==> src/rtl/usb_irq_pkg.sv <==
package usb_irq_pkg;
    localparam int STAT_W = 8;

    localparam int B_VBUS  = 7;
    localparam int B_SREQ  = 6;
    localparam int B_DISC  = 5;
    localparam int B_CONN  = 4;
    localparam int B_FRAME = 3;
    localparam int B_RSTBB = 2;
    localparam int B_RESUM = 1;
    localparam int B_SUSP  = 0;

    typedef struct packed {
        logic host;
        logic a_dev;
        logic susp;
    } role_t;

    typedef struct packed {
        logic vbus_low;
        logic sess_req;
        logic disconnect;
        logic sess_end;
        logic connect;
        logic frame;
        logic reset_sig;
        logic babble;
        logic resume;
        logic suspend;
    } bus_evt_t;

    typedef struct packed {
        logic [STAT_W-1:0] flags;
    } stat_state_t;
endpackage

==> src/rtl/usb_irq_qual.sv <==
module usb_irq_qual
    import usb_irq_pkg::*;
(
    input  role_t              role,
    input  bus_evt_t           evt,
    output logic [STAT_W-1:0]  set_vec
);
    always_comb begin
        set_vec          = '0;
        set_vec[B_VBUS]  = evt.vbus_low & role.a_dev;
        set_vec[B_SREQ]  = evt.sess_req & role.a_dev;
        set_vec[B_DISC]  = role.host ? evt.disconnect : evt.sess_end;
        set_vec[B_CONN]  = evt.connect & role.host;
        set_vec[B_FRAME] = evt.frame;
        set_vec[B_RSTBB] = role.host ? evt.babble : evt.reset_sig;
        set_vec[B_RESUM] = evt.resume & role.susp;
        set_vec[B_SUSP]  = evt.suspend & ~role.host;
    end
endmodule

==> src/rtl/usb_irq_stat.sv <==
module usb_irq_stat
    import usb_irq_pkg::*;
(
    input  logic               clk,
    input  logic               rst_n,
    input  logic [STAT_W-1:0]  set_vec,
    input  logic               rd_stb,
    output logic [STAT_W-1:0]  flags
);
    stat_state_t st_d, st_q;

    always_comb begin
        st_d = st_q;
        if (rd_stb) st_d.flags = set_vec;
        else        st_d.flags = st_q.flags | set_vec;
    end

    always_ff @(posedge clk) begin
        if (!rst_n) st_q <= '0;
        else        st_q <= st_d;
    end

    assign flags = st_q.flags;

    assert_sticky_R11: assert property (@(posedge clk) disable iff (!rst_n)
        !rd_stb |=> ((flags & $past(flags)) == $past(flags)));

    assert_quiet_read_R2: assert property (@(posedge clk) disable iff (!rst_n)
        (rd_stb && set_vec == '0) |=> (flags == '0));

    assert_no_loss_R3: assert property (@(posedge clk) disable iff (!rst_n)
        set_vec[B_FRAME] |=> flags[B_FRAME]);
endmodule

==> src/rtl/usb_irq_req.sv <==
module usb_irq_req #(
    parameter int W = 8
) (
    input  logic [W-1:0] flags,
    input  logic [W-1:0] mask,
    output logic         irq
);
    logic [W-1:0] hit;

    for (genvar i = 0; i < W; i++) begin : g_bit
        assign hit[i] = flags[i] & mask[i];
    end

    assign irq = |hit;

    always_comb begin
        if (mask == '0) assert_masked_quiet_R12: assert (!irq);
    end
endmodule

==> src/rtl/usb_irq_latch.sv <==
module usb_irq_latch
    import usb_irq_pkg::*;
(
    input  logic              clk,
    input  logic              rst_n,
    input  logic              is_host,
    input  logic              is_a_dev,
    input  logic              suspended,
    input  logic              ev_vbus_low,
    input  logic              ev_sess_req,
    input  logic              ev_disconnect,
    input  logic              ev_sess_end,
    input  logic              ev_connect,
    input  logic              ev_frame,
    input  logic              ev_reset_sig,
    input  logic              ev_babble,
    input  logic              ev_resume,
    input  logic              ev_suspend,
    input  logic              rd_stb,
    output logic [STAT_W-1:0] rd_data,
    input  logic [STAT_W-1:0] irq_mask,
    output logic              irq
);
    role_t             role;
    bus_evt_t          evt;
    logic [STAT_W-1:0] set_vec;
    logic [STAT_W-1:0] flags;

    assign role = '{host: is_host, a_dev: is_a_dev, susp: suspended};
    assign evt  = '{vbus_low: ev_vbus_low, sess_req: ev_sess_req,
                    disconnect: ev_disconnect, sess_end: ev_sess_end,
                    connect: ev_connect, frame: ev_frame,
                    reset_sig: ev_reset_sig, babble: ev_babble,
                    resume: ev_resume, suspend: ev_suspend};

    usb_irq_qual u_qual (.role(role), .evt(evt), .set_vec(set_vec));

    usb_irq_stat u_stat (
        .clk(clk), .rst_n(rst_n), .set_vec(set_vec),
        .rd_stb(rd_stb), .flags(flags)
    );

    usb_irq_req #(.W(STAT_W)) u_req (.flags(flags), .mask(irq_mask), .irq(irq));

    assign rd_data = flags;

    assert_conn_host_only_R6: assert property (@(posedge clk) disable iff (!rst_n)
        (!is_host && !rd_data[B_CONN]) |=> !rd_data[B_CONN]);

    assert_susp_periph_only_R10: assert property (@(posedge clk) disable iff (!rst_n)
        (is_host && !rd_data[B_SUSP]) |=> !rd_data[B_SUSP]);

    assert_vbus_a_only_R4: assert property (@(posedge clk) disable iff (!rst_n)
        (!is_a_dev && !rd_data[B_VBUS]) |=> !rd_data[B_VBUS]);

    assert_sreq_a_only_R4: assert property (@(posedge clk) disable iff (!rst_n)
        (!is_a_dev && !rd_data[B_SREQ]) |=> !rd_data[B_SREQ]);

    assert_resume_susp_R9: assert property (@(posedge clk) disable iff (!rst_n)
        (!suspended && !rd_data[B_RESUM]) |=> !rd_data[B_RESUM]);

    assert_irq_needs_flag_R12: assert property (@(posedge clk) disable iff (!rst_n)
        irq |-> (rd_data != '0));
endmodule

==> config.mk <==
export PLATFORM = sky130hd
export DESIGN_NAME = usb_irq_latch
export DESIGN_NICKNAME = d
export VERILOG_FILES = /design/src/rtl/usb_irq_pkg.sv /design/src/rtl/usb_irq_qual.sv /design/src/rtl/usb_irq_stat.sv /design/src/rtl/usb_irq_req.sv /design/src/rtl/usb_irq_latch.sv
export SDC_FILE = /design/constraint.sdc
export NUM_CORES = 1
export LEC_CHECK = 0
export BUFFER_PORTS_ARGS = -buffer_cell sky130_fd_sc_hd__buf_2
export CAP_MARGIN = 0
export CORE_AREA = 2 2 39 41
export CTS_CLUSTER_SIZE = 24
export DETAILED_ROUTE_END_ITERATION = 16
export DIE_AREA = 0 0 41 43
export PLACE_DENSITY_LB_ADDON = 0.2
export SLEW_MARGIN = 20
export SYNTH_ARGS = -nofsm -noshare
export SYNTH_HDL_FRONTEND = slang
export SYNTH_SLANG_ARGS = --single-unit
==> constraint.sdc <==
create_clock -name clk -period 0.8 [get_ports clk]
set_input_delay 0 -clock clk [delete_from_list [all_inputs] [get_ports clk]]
set_output_delay 0 -clock clk [all_outputs]
set_load 0.02 [all_outputs]
==> results of run 1 <==
==> cells by family after synthesis <==
logic type         count (synthesis)  share of synthesized area
and+or+nand+nor                   14                      0.223
AOI/OAI and AO/OA                 12                      0.259
DFF                                8                      0.460
muxes                              2                     0.0576
==> metrics by stage <==
stage               instance area (um^2)   util  hold slack (ns)  setup TNS, ns
finish                               654  0.473         0.000157         -0.256
CTS                                  641  0.463        0.0000974         -0.325
floorplan                            348      -            0.118              0
global placement                     566  0.409            0.218      -0.000797
detailed placement                   566  0.409            0.223              0
global route                         654  0.473          0.00906         -0.414
==> cells in the final DEF (no fill, tap or decap) <==
master,instances
a21boi_0,4
a21boi_1,3
a22oi_1,2
a22oi_2,2
buf_2,24
buf_4,7
buf_6,6
clkbuf_4,3
dfxtp_1,5
dfxtp_2,3
dlygate4sd3_1,1
mux2i_1,2
nand2_1,4
nand2b_1,8
nand4_1,1
nor2b_1,1
o21a_1,1
==> what timing repair did <==
action,in CTS,in global routing
hold buffers,1,0
setup buffers,0,0
gates cloned,0,0
endpoints found under the hold margin,1,0
pin swaps,3,0
setup endpoints to repair,6,8
resized for setup,14,5
==> final cells by class <==
cell class | count | area share
flip-flops and latches | 8 | 0.250
well taps | 16 | 0.0306
clock buffers | 3 | 0.0344
multi-input cells | 28 | 0.302
repair buffers | 38 | 0.382
==> per-layer routing <==
layer	vias to the layer above	track usage
met5	-	0
met4	0	0.0600
met3	0	0.0314
met2	19	0.172
met1	175	0.117
li1	211	-
==> Yosys cell counts <==
cell type  instances  area [um^2]
dfxtp_1            8          160
nand2b_1           8         50.1
a21boi_0           4         30.0
a22oi_1            4         30.0
nand2_1            4         15.0
a21boi_1           3         22.5
mux2i_1            2         20.0
nand4_1            1         6.26
nor2b_1            1         6.26
o21a_1             1         7.51
==> report_power, final <==
part	internal, uW	total [uW]	switching, uW
Combinational	150	260	110
Sequential	426	442	16.5
Clock	171	301	130
==> path summary, 6_finish.rpt <==
| kind | startpoint | end | cells after the start | slack (ns) |
|---|---|---|---|---|
| max reg2reg | u_stat.flags[3]$_SDFF_PN0_ | u_stat.flags[3]$_SDFF_PN0_ | 2 | 0.08 |
| max | u_stat.flags[6]$_SDFF_PN0_ | irq | 3 | -0.21 |
| min | ev_sess_req | u_stat.flags[6]$_SDFF_PN0_ | 3 | 0.0002 |
| min reg2reg | u_stat.flags[7]$_SDFF_PN0_ | u_stat.flags[7]$_SDFF_PN0_ | 2 | 0.49 |
==> tightest hold or removal path, stage by stage <==
cell and delay [ns]:
buf_2 0.10, nand2_1 0.05, a21boi_0 0.06
==> flow_summary.json, run 1 <==
{
  "crit_arrival_ns": 1.01,
  "routed_wl_um": 912,
  "path_delay_family": "flip-flops",
  "drt-wirelength-per-cell_um": 9.81,
  "fin_cells": 93,
  "hold_path.class": "in -> reg",
  "dp_slack_ns": 0.00444,
  "worstPathMaxFanout": 2,
  "cp.required_ns": 0.80,
  "grtUsageTotal": 0.107,
  "slew_viol_final": 0,
  "synth-seq-cells": 8,
  "overflow": 0,
  "status": "complete, but fails checks",
  "area_growth_pct": 88.1,
  "ant_nets": 0,
  "dp_hpwl_um": 734,
  "fillers": 132,
  "place.gp.congestion": 0.622,
  "worstMarginPinSlew_ns": 0.121,
  "p_total_uw": 1000,
  "setup_viol": 5,
  "finalHoldViolCount": 0,
  "grt_pass1_vias": 331,
  "synth_nets": 60,
  "synth_area_per_cell_um2": 9.66,
  "worst_path_largest_cell_delay_ns": 0.32,
  "antenna_found_initial": 0,
  "die_h_um": 43,
  "die-area_mm2": 0.00176,
  "wl_met3_um": 88,
  "core_region_area_mm2": 0.00138,
  "seq_area_um2": 164,
  "start_kind": "register",
  "vdd_drop_max_mv": 0.651,
  "slew_headroom": 0.917,
  "die_w_um": 41,
  "cts_sinks": 8,
  "clk_path_buf_depth": 2,
  "finalCritPeriodShare": 1.26,
  "dpl.cell_count": 89,
  "path_buf_inv": 1,
  "violations": "negative setup slack",
  "rsz0062_at_grt": "true",
  "ys_seq_area_frac": 0.460,
  "clock_latency_ns": 0.25,
  "wl_met1_um": 382,
  "setup_ws_ns": -0.208,
  "powerDensity_mw_per_mm2": 1530,
  "numCtsBuffers": 3,
  "dr_wl_met2_um": 442,
  "viasPerCell": 4.35,
  "root_buffer": "clkbuf_4",
  "grt_pass1_wl_um": 1240,
  "ys_types": 10,
  "largest_register_ffs": 8,
  "fmax_mhz": 992,
  "maxCapViolCount": 0,
  "num_rows": 14,
  "ios": 33,
  "start_util": 0.251,
  "period_needed_ns": 1.01,
  "n_antenna_cell": 0,
  "routed-via-count": 405,
  "worstPathCellList": "a22oi_1, nand4_1, buf_4",
  "crit_slowest_cell": "dfxtp_2",
  "multi_input_area_um2": 198,
  "drt_iter0_drc": 7,
  "nets": 103,
  "drtPass1Iterations": 3,
  "endpoint_kind": "output port",
  "drive_above_1_share": 0.584,
  "clock_skew_ns": 0,
  "clk_pin_slew_ns": 0.05,
  "drcViolationCount": 0,
  "top_layer": "met3",
  "cts_tree": "built",
  "grt_max_degree": 9,
  "p_leak_uw": 0.000318,
  "ys_warn_count": 0,
  "synth_area_um2": 348,
  "postSynthCellCount": 36,
  "path_class": "reg -> out",
  "io_buffers": 32,
  "h-tree-depth": 1
}
Power figures use the tool's default switching activity.
==> inputs of run 2 (changes only) <==
- BUFFER_PORTS_ARGS: -buffer_cell sky130_fd_sc_hd__buf_2 -> -buffer_cell sky130_fd_sc_hd__clkbuf_2
==> run 2 against run 1 <==
Net effect:
- the flow finishes with violations (negative hold slack, negative setup slack)
- sequential share of layout area is 3.5 points lower
- largest power group unchanged
- utilization increased by 8.9 points
- via count increased by 6.4%
- global-route usage increased by 1.0 points
- wire length up 12%
- die area unchanged
- fmax grew 0.71%
- design area grew 19%
- clock power about the same
- clock-buffer cell count did not move
- clock skew is the same
==> flow_summary.json, run 2 (synthesized netlist as in run 1, its figures left out) <==
{
  "r2r_start": "u_stat.flags[5]$_SDFF_PN0_",
  "worstMarginPinSlew_ns": 0.125,
  "path_class": "reg -> out",
  "violations": "negative hold slack, negative setup slack",
  "finalCritPeriodShare": 1.25,
  "area_growth_pct": 123,
  "n_antenna_cell": 0,
  "slew_headroom": 0.914,
  "dp_slack_ns": 0.0106,
  "setup-tns-final_ns": -0.279,
  "largest_register_ffs": 8,
  "cp.required_ns": 0.80,
  "ios": 33,
  "overflow": 0,
  "drive_above_1_share": 0.600,
  "drt_iter0_drc": 4,
  "vdd_drop_max_mv": 0.718,
  "drtPass1Iterations": 4,
  "nets": 111,
  "min_from": "ev_sess_req",
  "cts_tree": "built",
  "die-area_mm2": 0.00176,
  "drcViolationCount": 0,
  "h-tree-depth": 1,
  "setup_ws_ns": -0.201,
  "layout_common_cells": "clkbuf_2 (23), nand2b_1 (8), dlygate4sd3_1 (7)",
  "grt_pass1_wl_um": 1370,
  "ant_nets": 0,
  "endpoint_kind": "output port",
  "root_buffer": "clkbuf_4",
  "clock_skew_ns": 0,
  "crit_arrival_ns": 1.00,
  "reg2reg_slack_ns": 0.03,
  "viasPerCell": 4.27,
  "numCtsBuffers": 3,
  "mostFrequentLayoutCell": "clkbuf_2",
  "worst_path_largest_cell_delay_ns": 0.33,
  "core_region_area_mm2": 0.00138,
  "dpl.cell_count": 90,
  "status": "complete, but fails checks",
  "start_util": 0.251,
  "p_leak_uw": 0.000370,
  "min_path_cells": 3,
  "num_rows": 14,
  "slew_viol_final": 0,
  "fmax_mhz": 999,
  "drt-wirelength-per-cell_um": 10.1,
  "rsz0062_at_grt": "true",
  "hold_path.class": "in -> reg",
  "place.gp.congestion": 0.657,
  "grt_max_degree": 9,
  "io_buffers": 32,
  "routed_wl_um": 1020,
  "die_h_um": 43,
  "maxCapViolCount": 0,
  "rr_endpoint": "u_stat.flags[5]$_SDFF_PN0_",
  "routed-via-count": 431,
  "reg2regPathDepth": 4,
  "powerDensity_mw_per_mm2": 1380,
  "worstPathMaxFanout": 2,
  "clk_path_buf_depth": 2,
  "grt_pass1_vias": 366,
  "fin_cells": 101,
  "finalHoldViolCount": 1,
  "crit_slowest_cell": "dfxtp_2",
  "antenna_found_initial": 0,
  "whs_ns": -0.00306,
  "p_total_uw": 1070,
  "clock_latency_ns": 0.25,
  "worstPathCellList": "a22oi_2, nand4_1, buf_6",
  "cts_sinks": 8,
  "clk_pin_slew_ns": 0.05,
  "die_w_um": 41,
  "period_needed_ns": 1.00,
  "start_kind": "register",
  "holdPathEnd": "u_stat.flags[6]$_SDFF_PN0_",
  "grtUsageTotal": 0.117,
  "setup_viol": 5,
  "dp_hpwl_um": 744
}
run 2: cell types whose count changed in the layout (fill, tap and decap cells not counted), sizes merged:
cell	change
buf	-22
clkbuf	+24
dlygate4sd3	+6
run 2: per-stage QoR:
step / utilization / hold WS, ns / area [um^2]
6_report: 0.561 / -0.00306 / 777
5_1_grt: 0.561 / 0.0147 / 777
4_1_cts: 0.541 / 0.00822 / 748
3_5_place_dp: 0.414 / 0.219 / 573
3_3_place_gp: 0.414 / 0.210 / 573
2_1_floorplan: - / 0.118 / 348
run 2: final cells by class:
type / count / area, um^2
clock buffer: 3 / 22.5
fill: 136 / 607
multi-input combinational: 28 / 203
sequential: 8 / 168
tap: 16 / 20.0
timing repair buffer: 46 / 364
run 2: power by group:
group	switching [uW]	internal [uW]
registers	18.2	428
clock network	131	171
logic	124	202
run 2: how the worst max path moves through the flow:
| stage | start | end | slack [ns] | cells past startpoint |
|---|---|---|---|---|
| floorplan | u_stat.flags[2]$_SDFF_PN0_ | irq | 0.006 | 2 |
| global placement | u_stat.flags[0]$_SDFF_PN0_ | irq | 0.005 | 3 |
| detailed placement | u_stat.flags[0]$_SDFF_PN0_ | irq | 0.01 | 3 |
| CTS | u_stat.flags[3]$_SDFF_PN0_ | irq | -0.22 | 3 |
| global route | u_stat.flags[0]$_SDFF_PN0_ | irq | -0.25 | 3 |
| finish | u_stat.flags[6]$_SDFF_PN0_ | irq | -0.20 | 3 |
run 2: metal layers:
| layer | track usage | routed length, um |
|---|---|---|
| met1 | 0.143 | 406 |
| met2 | 0.178 | 530 |
| met3 | 0.0314 | 83 |
| met4 | 0.0600 | 0 |
| met5 | 0 | 0 |
run 2: timing repair:
action,CTS,global route
pin swaps,0,3
hold endpoints to repair,5,0
hold buffers,7,0
resized for setup,22,15
setup buffers,1,3
endpoints found under the setup margin,7,9
run 2: critical path: cells and delay by family (launching register included):
family | cells | cell delay (ns)
AOI/OAI and AO/OA | 1 | 0.16
buffers and inverters | 1 | 0.15
DFF | 1 | 0.33
and+or+nand+nor | 1 | 0.12
